$ cat src/rtl/rtc_pi_pkg.sv
package rtc_pi_pkg;
   localparam logic [6:0] SEL_RATE = 7'h0A;
   localparam logic [6:0] SEL_CTRL = 7'h0B;
   localparam logic [6:0] SEL_FLAG = 7'h0C;
   localparam logic [2:0] DIV_RUN  = 3'b010;
   localparam int         PIE_BIT  = 6;
   localparam int         PF_BIT   = 6;
   localparam int         IRQF_BIT = 7;
endpackage

$ cat src/rtl/rtc_pi_index.sv
module rtc_pi_index #(
   parameter int DATA_W = 8
) (
   input  logic              clk,
   input  logic              rst_n,
   input  logic              idx_wr,
   input  logic [DATA_W-1:0] wdata,
   output logic [DATA_W-2:0] sel,
   output logic              nmi_block
);
   always_ff @(posedge clk) begin
      if (!rst_n) begin
         sel       <= '0;
         nmi_block <= 1'b0;
      end else if (idx_wr) begin
         sel       <= wdata[DATA_W-2:0];
         nmi_block <= wdata[DATA_W-1];
      end
   end
endmodule

$ cat src/rtl/rtc_pi_prescale.sv
module rtc_pi_prescale #(
   parameter int RATE_W = 4,
   parameter int CNT_W  = 15
) (
   input  logic              clk,
   input  logic              rst_n,
   input  logic              ref_tick,
   input  logic              run,
   input  logic [RATE_W-1:0] rate,
   output logic              ev
);
   localparam int NCODES = 1 << RATE_W;

   logic [CNT_W-1:0]  cnt;
   logic [NCODES-1:0] hit;

   initial begin
      assert (CNT_W >= NCODES - 2) else $error("prescaler too narrow for rate field");
   end

   // One tap per rate code: code k fires when the low k-1 count bits are all ones.
   generate
      for (genvar k = 0; k < NCODES; k++) begin : g_tap
         if (k == 0) begin : g_off
            assign hit[k] = 1'b0;
         end else if (k == 1) begin : g_every
            assign hit[k] = 1'b1;
         end else begin : g_pow
            assign hit[k] = &cnt[k-2:0];
         end
      end
   endgenerate

   always_ff @(posedge clk) begin
      if (!rst_n || !run) cnt <= '0;
      else if (ref_tick)  cnt <= cnt + 1'b1;
   end

   assign ev = run & ref_tick & hit[rate];
endmodule

$ cat src/rtl/rtc_pi_flags.sv
module rtc_pi_flags (
   input  logic clk,
   input  logic rst_n,
   input  logic ev,
   input  logic rd_clear,
   input  logic pie,
   output logic pf,
   output logic irq
);
   always_ff @(posedge clk) begin
      if (!rst_n) pf <= 1'b0;
      else        pf <= (pf & ~rd_clear) | ev;
   end

   assign irq = pf & pie;
endmodule

$ cat src/rtl/rtc_pi_unit.sv
module rtc_pi_unit
   import rtc_pi_pkg::*;
#(
   parameter int DATA_W = 8,
   parameter int RATE_W = 4,
   parameter int CNT_W  = 15
) (
   input  logic              clk,
   input  logic              rst_n,
   input  logic              ref_tick,
   input  logic              bus_addr,
   input  logic              bus_wr,
   input  logic              bus_rd,
   input  logic [DATA_W-1:0] bus_wdata,
   output logic [DATA_W-1:0] bus_rdata,
   output logic              irq,
   output logic              nmi_block
);
   localparam int SEL_W = DATA_W - 1;

   initial begin
      assert (DATA_W == 8) else $error("register file is byte wide");
      assert (RATE_W >= 1 && RATE_W <= 4) else $error("rate field must fit below divider");
   end

   logic [SEL_W-1:0]  sel;
   logic [DATA_W-2:0] reg_rate;
   logic [DATA_W-1:0] reg_ctrl;
   logic              ev, pf, run, rd_clear, data_wr, data_rd;

   assign data_wr  = bus_wr & bus_addr;
   assign data_rd  = bus_rd & bus_addr;
   assign rd_clear = data_rd && (sel == SEL_FLAG);
   assign run      = (reg_rate[6:4] == DIV_RUN);

   rtc_pi_index #(.DATA_W(DATA_W)) u_index (
      .clk(clk), .rst_n(rst_n), .idx_wr(bus_wr & ~bus_addr),
      .wdata(bus_wdata), .sel(sel), .nmi_block(nmi_block)
   );

   always_ff @(posedge clk) begin
      if (!rst_n) begin
         reg_rate <= '0;
         reg_ctrl <= '0;
      end else if (data_wr) begin
         if (sel == SEL_RATE) reg_rate <= bus_wdata[DATA_W-2:0];
         if (sel == SEL_CTRL) reg_ctrl <= bus_wdata;
      end
   end

   rtc_pi_prescale #(.RATE_W(RATE_W), .CNT_W(CNT_W)) u_prescale (
      .clk(clk), .rst_n(rst_n), .ref_tick(ref_tick), .run(run),
      .rate(reg_rate[RATE_W-1:0]), .ev(ev)
   );

   rtc_pi_flags u_flags (
      .clk(clk), .rst_n(rst_n), .ev(ev), .rd_clear(rd_clear),
      .pie(reg_ctrl[PIE_BIT]), .pf(pf), .irq(irq)
   );

   always_comb begin
      bus_rdata = '0;
      if (bus_addr) begin
         unique case (sel)
            SEL_RATE: bus_rdata = {1'b0, reg_rate};
            SEL_CTRL: bus_rdata = reg_ctrl;
            SEL_FLAG: begin
               bus_rdata[PF_BIT]   = pf;
               bus_rdata[IRQF_BIT] = irq;
            end
            default:  bus_rdata = '0;
         endcase
      end
   end
endmodule

$ cat config.mk
export PLATFORM = sky130hd
export DESIGN_NAME = rtc_pi_unit
export DESIGN_NICKNAME = d
export VERILOG_FILES = /design/src/rtl/rtc_pi_pkg.sv /design/src/rtl/rtc_pi_index.sv /design/src/rtl/rtc_pi_prescale.sv /design/src/rtl/rtc_pi_flags.sv /design/src/rtl/rtc_pi_unit.sv
export SDC_FILE = /design/constraint.sdc
export NUM_CORES = 1
export LEC_CHECK = 0
export BUFFER_PORTS_ARGS = -buffer_cell sky130_fd_sc_hd__buf_4
export CELL_PAD_IN_SITES_DETAIL_PLACEMENT = 1
export CELL_PAD_IN_SITES_GLOBAL_PLACEMENT = 1
export CORE_MARGIN = 2
export CORE_UTILIZATION = 44
export DETAILED_ROUTE_END_ITERATION = 7
export PLACE_DENSITY = 0.79
export REMOVE_ABC_BUFFERS = 1
export SLEW_MARGIN = 20
export SYNTH_ARGS = -nofsm -noshare
export SYNTH_HDL_FRONTEND = slang
export SYNTH_SLANG_ARGS = --single-unit
$ cat constraint.sdc
create_clock -name clk -period 4.5 [get_ports clk]
set_clock_uncertainty 0.15 [all_clocks]
set_input_delay 0.9 -clock clk [delete_from_list [all_inputs] [get_ports clk]]
set_output_delay 0.9 -clock clk [all_outputs]
set_load 0.005 [all_outputs]
==> parameters.txt <==
Parameter                              Value

Run
  Max Cap Viol ... 0

Clock tree
  Clock tree from TritonCTS ... built
  Largest buffer count on any clock path ... 2
  Root buf cell ... clkbuf_8
  Clock Pin Slew Worst Setup and Hold Paths ... 70 ps
  CTS sink count ... 38
  Post-CTS setup buffer count ... 0
  CTS Hold Bufs ... 0
  Number of instances resized during post-cts repair ... 0
  TritonCTS buffer count ... 5
  Number of H-tree levels ... 2
  Clock latency at the later pin of the worst-skew pair ... slightly below 300 ps

Floorplanning
  Full die area ... 0.00481 mm²
  Chip height ... between 60 and 70 µm
  Width of the die ... 69.4 µm
  Placeable Area ... 0.00406 mm²
  I/O pins ... 24
  Initial core utilization ... 0.463
  Core Rows ... 23

Finish
  Signed area change from the synthesized netlist to the final layout ... 15.1%
  Inserted Diodes ... 0
  Layout Cell Area excl Fill ... 0.00216 mm²
  Filler instances ... 474
  Fraction of final layout cells with drive strength greater than 1 ... 0.157
  NumNets Final ... 234

Setup path
  Data required, critical path ... 3450 ps
  Category of the worst setup path capture point ... output port
  Critical Setup Path Class ... reg -> out
  Cell at the slowest stage of the critical path ... or4b_4
  CP Data Arrival Time ... 2000 ps
  Setup slack, reg-to-reg ... about 2200 ps
  Delay of the slowest cell on the worst path ... approximately 570 ps
  Reg2reg path depth ... 5
  Start of the worst register-to-register path ... u_index.sel[4]$_SDFFE_PN0P_
  Cells along the critical path ... or4b_4 -> nor4b_1 -> a32oi_1 -> nor2b_1 -> buf_4
  Critical path peak fanout ... 3
  Critical path launch point type ... flop
  Endpoint of the lowest-slack register-to-register path ... reg_rate[5]$_SDFFE_PN0P_

Synth
  Largest cells by area after synthesis ... dfxtp_1, mux2i_1, nor2b_1
  FF+latch count, synth ... 38
  Sequential cell area fraction in the yosys report ... 0.405
  Most common cell in the netlist ... dfxtp_1
  Cell area after synthesis ... 0.00188 mm²
  Area share of the leading cell type in the synthesized netlist ... 0.405
  Most instantiated cells after synthesis ... dfxtp_1, mux2i_1, nor2b_1
  Synthesized netlist cell count ... 195
  Predominant post-synthesis flop cell ... dfxtp_1
  Cell type with the highest aggregate area in the netlist ... dfxtp_1
  Count of flip-flops with a built-in enable after synthesis ... 0
  Synth warn ... 0
  Async S/R FF share, synth ... 0
  Synthesized area per cell ... 9.64 µm²
  Distinct cell type count after synthesis ... 36

Outcome
  Run status ... completed

Detailed routing
  Number of design rule violations left after detail routing ... 0
  Routed length on met3 ... 153 µm
  DRT met1 WL ... 1890 µm
  Met2 routed wirelength ... 2230 µm
  Topmost layer with routed signal wires ... met4
  Vias after detailed routing ... 1467
  Routed Wire Length ... 4330 µm
  Vias per std cell ... 5.49
  Number of design-rule violations left by the first detailed-router iteration ... 43
  Remaining number of nets flagged by the antenna check after routing ... 0
  Wirelength per Cell ... 16.2 µm
  Number of detailed-route iterations in the first pass ... 4

Timing
  Hold slack final ... 372 ps
  Tightest slew margin relative to the limit ... 0.560
  Setup TNS ... 0 ps
  Crit path time final ... a little over 3000 ps
  Ratio of final minimum period to clock period ... 0.678
  Setup violators final ... 0
  Final number of hold-violating endpoints ... 0
  Unrepaired setup endpoints after global routing ... no
  Worst-margin pin slew ... 657 ps
  Achievable Freq ... 328 MHz
  Final slew viol count ... 0

Power and ir drop
  Power Total ... 0.000619 W
  PD cells ... 286 mW/mm²
  P_leak ... 0.866 nW
  IR drop worst, VDD ... 0.126 mV

Min path
  Cells on Worst Hold Path ... 2
  Critical hold path startpoint ... reg_ctrl[5]$_SDFFE_PN0P_
  Min-Delay Path Class ... reg -> reg
  Hold worst-path end ... reg_ctrl[5]$_SDFFE_PN0P_

Global routing
  First-pass GRT wire length ... 7220 µm
  Maximum number of pins on one net before global-route repair ... 26
  Antenna violations before repair ... 0
  Overall track demand over capacity in global routing ... 0.185
  Number of global-route vias before repair ... 1587
  Grt ovf ... 0

Placement
  PortBufs ... 23
  Cell Area, Placed ... 0.00207 mm²
  Final estimated routing congestion in global placement ... 0.840
  HPWL after DPL ... 3270 µm
## final cells by class
cell class / instances / area (µm²) / share of cell area
Multi-Input combinational cell: 145 / 1060 / 0.492
Sequential cell: 38 / 761 / 0.352
Timing Repair Buffer: 23 / 173 / 0.0798
Clock buffer: 7 / 86.3 / 0.0399
Tap cell: 50 / 62.6 / 0.0289
Inverter: 3 / 11.3 / 0.00521
Clock inverter: 1 / 5.00 / 0.00231
## routing by layer
metal	track usage	vias up
met3	0.0494	6
li1	-	728
met4	0.0610	0
met1	0.213	709
met5	0	-
met2	0.331	24
## stage by stage
step | std cells | setup WS, ps | utilization
3_5_place_dp | 259 | 1760 | 0.511
4_1_cts | 267 | 1430 | 0.533
6_report | 267 | 1450 | 0.533
3_3_place_gp | 259 | 1830 | 0.511
2_1_floorplan | 186 | 2010 | -
5_1_grt | 267 | 1360 | 0.533
## how the worst max path moves through the flow
stage | from | slack (ps) | to | cells after the start
5_1_grt | u_index.sel[4]$_SDFFE_PN0P_ | 1360 | bus_rdata[2] | 5
3_5_place_dp | u_index.sel[4]$_SDFFE_PN0P_ | 1760 | bus_rdata[7] | 5
3_3_place_gp | u_index.sel[4]$_SDFFE_PN0P_ | 1830 | bus_rdata[0] | 5
6_report | u_index.sel[4]$_SDFFE_PN0P_ | 1450 | bus_rdata[7] | 5
4_1_cts | u_index.sel[4]$_SDFFE_PN0P_ | 1430 | bus_rdata[7] | 5
2_1_floorplan | u_index.sel[4]$_SDFFE_PN0P_ | 2010 | bus_rdata[7] | 4
## sequential cells by signal, summed over array words and instances (netlist names)
signal	count
u_index.sel	7
u_prescale.cnt	14
reg_rate	7
reg_ctrl	8
u_index.nmi_block	1
u_flags.pf	1
## cells by family after synthesis
family,count (synthesis),synth area share
mux,34,0.181
simple gates,80,0.248
xor+xnor,10,0.0466
flops,38,0.405
compound gates,17,0.0639
buf+inv,12,0.0286
fa+ha+maj,4,0.0266
## critical path: cells and delay by family (launching register included)
family          cells  cell delay, ps
compound gates      1             120
buf+inv             1             120
simple gates        3            1150
flops               1             320
## power breakdown
group	internal (W)	total (W)	switching, W
Sequential	0.000340	0.000345	0.00000489
Clock	0.000124	0.000240	0.000117
Combinational	0.0000191	0.0000340	0.0000149
Total	0.000482	0.000619	0.000137
## placed cells by master (no fill, tap or decap), drive strengths merged
master	synthesis	layout
clkbuf	6	7
o311ai	1	1
nand2	4	4
clkinv	0	1
nand3	7	7
nor3b	2	2
o221a	1	1
nand4bb	1	1
or4b	1	1
nand3b	1	1
and3	6	6
nand4	3	3
o21ai	2	2
a31oi	4	4
ha	4	4
buf	3	23
nor2	23	23
a32oi	2	2
and4	1	1
mux2i	34	34
o211ai	2	2
a32o	1	1
inv	3	3
a21oi	3	3
xor2	8	8
and4b	1	1
nand2b	2	2
nor4b	1	1
a22oi	1	1
and2	2	2
xnor2	2	2
nor2b	25	25
dfxtp	38	38
Note: power is estimated with default switching activity, not from simulation.
